<file path="src/rtl/gshare_pkg.sv">
package gshare_pkg;

   typedef logic [1:0] ctr_t;

   localparam ctr_t CTR_STRONG_NT = 2'd0;
   localparam ctr_t CTR_WEAK_T    = 2'd2;
   localparam ctr_t CTR_STRONG_T  = 2'd3;

   function automatic ctr_t ctr_next(input ctr_t cur, input logic taken);
      ctr_t nxt;
      if (taken) nxt = (cur == CTR_STRONG_T)  ? cur : cur + 2'd1;
      else       nxt = (cur == CTR_STRONG_NT) ? cur : cur - 2'd1;
      return nxt;
   endfunction

endpackage

</file>
<file path="src/rtl/gshare_index.sv">
module gshare_index #(
   parameter int ADDR_W   = 32,
   parameter int ADDR_LSB = 2,
   parameter int IDX_W    = 8,
   parameter int HIST_W   = 8
) (
   input  logic [ADDR_W-1:0] addr,
   input  logic [HIST_W-1:0] hist,
   output logic [IDX_W-1:0]  idx
);

   logic [IDX_W-1:0] addr_bits;
   logic             unused_addr;

   assign addr_bits   = addr[ADDR_LSB +: IDX_W];
   assign unused_addr = ^addr;

   generate
      if (HIST_W == IDX_W) begin : g_full
         assign idx = addr_bits ^ hist;
      end else begin : g_pad
         assign idx = addr_bits ^ {{(IDX_W-HIST_W){1'b0}}, hist};
      end
   endgenerate

endmodule

</file>
<file path="src/rtl/gshare_hist.sv">
module gshare_hist #(
   parameter int HIST_W = 8
) (
   input  logic              clk,
   input  logic              rst_n,
   input  logic              shift_en,
   input  logic              shift_bit,
   input  logic              restore_en,
   input  logic [HIST_W-2:0] restore_base,
   input  logic              restore_bit,
   output logic [HIST_W-1:0] hist_q
);

   always_ff @(posedge clk) begin
      if (!rst_n)          hist_q <= '0;
      else if (restore_en) hist_q <= {restore_base, restore_bit};
      else if (shift_en)   hist_q <= {hist_q[HIST_W-2:0], shift_bit};
   end

endmodule

</file>
<file path="src/rtl/gshare_pht.sv">
module gshare_pht
   import gshare_pkg::*;
#(
   parameter int IDX_W = 8
) (
   input  logic             clk,
   input  logic             rst_n,
   input  logic [IDX_W-1:0] rd_idx,
   output logic             rd_taken,
   input  logic             wr_en,
   input  logic [IDX_W-1:0] wr_idx,
   input  logic             wr_taken
);

   localparam int DEPTH = 1 << IDX_W;

   logic [DEPTH-1:0] dir_bits;

   generate
      for (genvar e = 0; e < DEPTH; e++) begin : g_ent
         ctr_t ctr_q;
         always_ff @(posedge clk) begin
            if (!rst_n)
               ctr_q <= CTR_WEAK_T;
            else if (wr_en && (wr_idx == IDX_W'(e)))
               ctr_q <= ctr_next(ctr_q, wr_taken);
         end
         assign dir_bits[e] = ctr_q[1];
      end
   endgenerate

   assign rd_taken = dir_bits[rd_idx];

endmodule

</file>
<file path="src/rtl/gshare_predictor.sv">
module gshare_predictor #(
   parameter int ADDR_W   = 32,
   parameter int ADDR_LSB = 2,
   parameter int IDX_W    = 8,
   parameter int HIST_W   = 8
) (
   input  logic              clk,
   input  logic              rst_n,
   input  logic              lk_valid,
   input  logic [ADDR_W-1:0] lk_addr,
   output logic              lk_taken,
   output logic [HIST_W-1:0] lk_hist,
   input  logic              rs_valid,
   input  logic [ADDR_W-1:0] rs_addr,
   input  logic              rs_taken,
   input  logic [HIST_W-1:0] rs_hist,
   input  logic              rs_mispred
);

   generate
      if (HIST_W < 2 || HIST_W > IDX_W) begin : g_bad_hist
         $error("gshare_predictor: HIST_W must be in 2..IDX_W");
      end
      if (IDX_W < 1 || IDX_W > 12) begin : g_bad_idx
         $error("gshare_predictor: IDX_W must be in 1..12");
      end
      if (ADDR_LSB + IDX_W > ADDR_W) begin : g_bad_addr
         $error("gshare_predictor: index slice exceeds address width");
      end
   endgenerate

   logic [HIST_W-1:0] hist_q;
   logic [IDX_W-1:0]  lk_idx;
   logic [IDX_W-1:0]  rs_idx;
   logic              pred_dir;
   logic              restore;

   assign restore = rs_valid & rs_mispred;

   gshare_index #(.ADDR_W(ADDR_W), .ADDR_LSB(ADDR_LSB), .IDX_W(IDX_W), .HIST_W(HIST_W))
   u_lk_index (.addr(lk_addr), .hist(hist_q), .idx(lk_idx));

   gshare_index #(.ADDR_W(ADDR_W), .ADDR_LSB(ADDR_LSB), .IDX_W(IDX_W), .HIST_W(HIST_W))
   u_rs_index (.addr(rs_addr), .hist(rs_hist), .idx(rs_idx));

   gshare_pht #(.IDX_W(IDX_W)) u_pht (
      .clk      (clk),
      .rst_n    (rst_n),
      .rd_idx   (lk_idx),
      .rd_taken (pred_dir),
      .wr_en    (rs_valid),
      .wr_idx   (rs_idx),
      .wr_taken (rs_taken)
   );

   gshare_hist #(.HIST_W(HIST_W)) u_hist (
      .clk          (clk),
      .rst_n        (rst_n),
      .shift_en     (lk_valid),
      .shift_bit    (pred_dir),
      .restore_en   (restore),
      .restore_base (rs_hist[HIST_W-2:0]),
      .restore_bit  (rs_taken),
      .hist_q       (hist_q)
   );

   assign lk_taken = pred_dir;
   assign lk_hist  = hist_q;

endmodule

</file>
<file path="config.mk">
export PLATFORM = sky130hd
export DESIGN_NAME = gshare_predictor
export DESIGN_NICKNAME = d
export VERILOG_FILES = /design/src/rtl/gshare_pkg.sv /design/src/rtl/gshare_index.sv /design/src/rtl/gshare_hist.sv /design/src/rtl/gshare_pht.sv /design/src/rtl/gshare_predictor.sv
export SDC_FILE = /design/constraint.sdc
export NUM_CORES = 2
export LEC_CHECK = 0
export BUFFER_PORTS_ARGS = -buffer_cell sky130_fd_sc_hd__buf_2
export CAP_MARGIN = 20
export CORE_MARGIN = 1
export CORE_UTILIZATION = 57
export DETAILED_ROUTE_END_ITERATION = 16
export PLACE_DENSITY = 0.89
export SKIP_CTS_REPAIR_TIMING = 1
export SYNTH_ARGS = -nofsm -noshare
export SYNTH_HDL_FRONTEND = slang
export SYNTH_SLANG_ARGS = --single-unit
export TNS_END_PERCENT = 100
</file>
<file path="constraint.sdc">
create_clock -name clk -period 2.5 [get_ports clk]
set_input_delay 0.25 -clock clk [delete_from_list [all_inputs] [get_ports clk]]
set_output_delay 0.25 -clock clk [all_outputs]
set_load 0.03 [all_outputs]
</file>
==> results.ini <==
[worst_setup_path]
path_cells=xnor2_4, buf_12, clkbuf_16, mux4_2, mux2i_1, o21ai_1, a222oi_1, nand2_1, and4_4, buf_6
critical_path.top_delay_family=multiplexers
cp_slowest_stage_delay_ns=0.50
slowest_stage=mux4_2
path_max_fanout=5
crit_path_end_kind=output pin
critPathArrivalTime_ns=3.32
required_ns=2.25
worstSetupStartpointType=flip-flop
criticalPathCategory=flip-flop to output pin
crit_buf_inv=3

[finish]
syn2layout_area_growth_pct=12.0
most-common-layout-cells=a31oi_1 (766), dfxtp_1 (517), a21oi_1 (515)
drive_gt1_share_pct=10.4
layout_commonest_cell=a31oi_1
diodes=0
postLayoutCellArea_mm2=0.0333
fin_util_pct=64.8
fin_nets=3766

[placement]
dp_hpwl_um=58900
port_buffers=38
postPlaceCellArea_mm2=0.0314
gp_congestion=1.00

[sta]
rsz0062_at_grt=true
setup_slack_ns=-1.07
final.period_utilization_pct=143
slew_headroom_pct=42.5
fin_crit_ns=3.57
clock_skew_ns=0.0236
setup_tns_ns=-1.39
maxSlewViolCount=0
tightest_slew_ns=0.863
fmax_mhz=280
finalHoldViolations=0
setup_viol=2

[clocking]
clock_latency_ns=0.63
path_clk_slew_ns=0.06
cts_tree=done
numCtsBuffers=53
clockRootBuffer=clkbuf_16
clock_sink_count=520
cts_max_level=2
clock_path_buffers=3

[routing]
drt_iter0_drc=6223
wl_um=101000
antenna_left=0
viasPerCell=7.36
drc=0
firstDrtPassIters=10
vias=32413
wl_per_cell_um=23.0

[synth]
postSynthAreaPerCell_um2=7.71
yosysSeqAreaShare_pct=35.0
async_flop_share_pct=0
synth_seq_cells=520
netlist_area_mm2=0.0297
synth_nets=3934
syn_inst=3856
synthTopCellsByArea=dfxtp_1 (35%), a31oi_1 (16%), a21oi_1 (8.7%), o31ai_1 (6.4%), or3_1 (5.4%)
synth_top_area_share_pct=35.0
synth_top_area_cell=dfxtp_1
synth-edff-count=0
yosysUniqueCellTypes=46
ys.warnings.count=0
synth_ff_type=dfxtp_1

[global_routing]
grt-ovfl-total=0
grt_start_max_net_pins=129
grt_pass1_vias=28460
antenna_found_initial=1
grt_pass1_wl_um=155000
grt_use_total_pct=36.1

[run_status]
status=complete, but fails checks
violations=negative setup slack

[power]
power_density_mw_per_mm2=634
ir_worst_vdd_mv=0.497
leakage_nw=10.8

[job]
maxCapViolCount=0

[floorplanning]
fp.dieH_um=230
start_util_pct=57.8
core_area_mm2=0.0514
ios=87
placementRows=83
die-area_mm2=0.0531
die_w_um=230

[min_path]
min_path_type=primary input to flip-flop

synth_stat cells (all sizes together) (3+ instances only):
cell      n
a21oi   517
a22o      3
a22oi     3
a31oi   766
and3      5
buf      58
clkbuf  388
dfxtp   520
mux2i    34
mux4     52
nand2   329
nand3    23
nand4     5
nor2     59
nor2b   254
o211a     9
o21ai   258
o221ai    7
o22ai     7
o31ai   255
or3     256
xnor2    16
xor2     13
layer usage:
| layer | wire (um) | GRT usage [%] |
|---|---|---|
| met1 | 36700 | 46.6 |
| met2 | 42800 | 53.6 |
| met3 | 14900 | 9.60 |
| met4 | 6580 | 22.1 |
| met5 | 0 | 0 |
worst paths after layout:
kind | start | to | slack [ns] | depth (start not counted)
setup / recovery | u_hist.hist_q[0]$_SDFFE_PN0P_ | lk_taken | -1.07 | 10
setup reg to reg | u_hist.hist_q[0]$_SDFFE_PN0P_ | u_hist.hist_q[0]$_SDFFE_PN0P_ | -0.32 | 10
hold reg to reg | u_pht.g_ent[244].ctr_q[0]$_SDFFE_PN0P_ | u_pht.g_ent[244].ctr_q[0]$_SDFFE_PN0P_ | 0.53 | 1
hold / removal | rs_hist[3] | u_hist.hist_q[4]$_SDFFE_PN0P_ | 0.006 | 2
state kept, by name, summed over array words and instances (netlist names):
name,cells
u_pht.g_ent.ctr_q,512
u_hist.hist_q,8
worst reg2reg max path, cell delays in order (launching register included):
cell	delay [ns]
dfxtp_4	0.36
xnor2_4	0.20
buf_12	0.16
clkbuf_16	0.16
mux4_2	0.50
mux2i_1	0.15
o21ai_1	0.12
a222oi_1	0.47
nand2_1	0.19
and4_4	0.22
a21o_1	0.18
layout make-up:
| class | count | area (um^2) |
|---|---|---|
| clock inverters | 8 | 72.6 |
| well taps | 680 | 851 |
| repair buffers | 223 | 2520 |
| multi-input cells | 2889 | 17900 |
| inverters | 1 | 3.75 |
| clock buffers | 80 | 1530 |
| fillers | 3958 | 18100 |
| flip-flops and latches | 520 | 10400 |
where the power goes:
part	internal, mW	switching, mW	total (mW)
sequential	8.78	0.707	9.49
combinational	1.58	2.34	3.92
clock	4.28	3.41	7.69
total	14.6	6.46	21.1
cells by family (layout without fill, tap and decap cells):
logic type | Yosys count | count (layout) | share of synthesized area, %
multiplexers | 86 | 86 | 5.11
buffers and inverters | 447 | 312 | 5.78
flip-flops | 520 | 520 | 35.0
AO/OA/AOI/OAI | 1838 | 1838 | 36.8
AND/OR/NAND/NOR | 936 | 936 | 16.4
XOR/XNOR | 29 | 29 | 0.880
stage by stage:
stage                     setup slack [ns]  std cells  power, mW  hold WS (ns)
after floorplan                    0.00182       3856       11.7         0.406
after global placement              -0.322       4297       13.0         0.510
after detailed placement            -0.328       4297       13.1         0.513
after CTS                           -0.997       4385       20.7       -0.0547
after global routing                 -1.07       4401       21.6       0.00790
final                                -1.07       4401       21.1       0.00573
(Power assumes the default switching activity.)
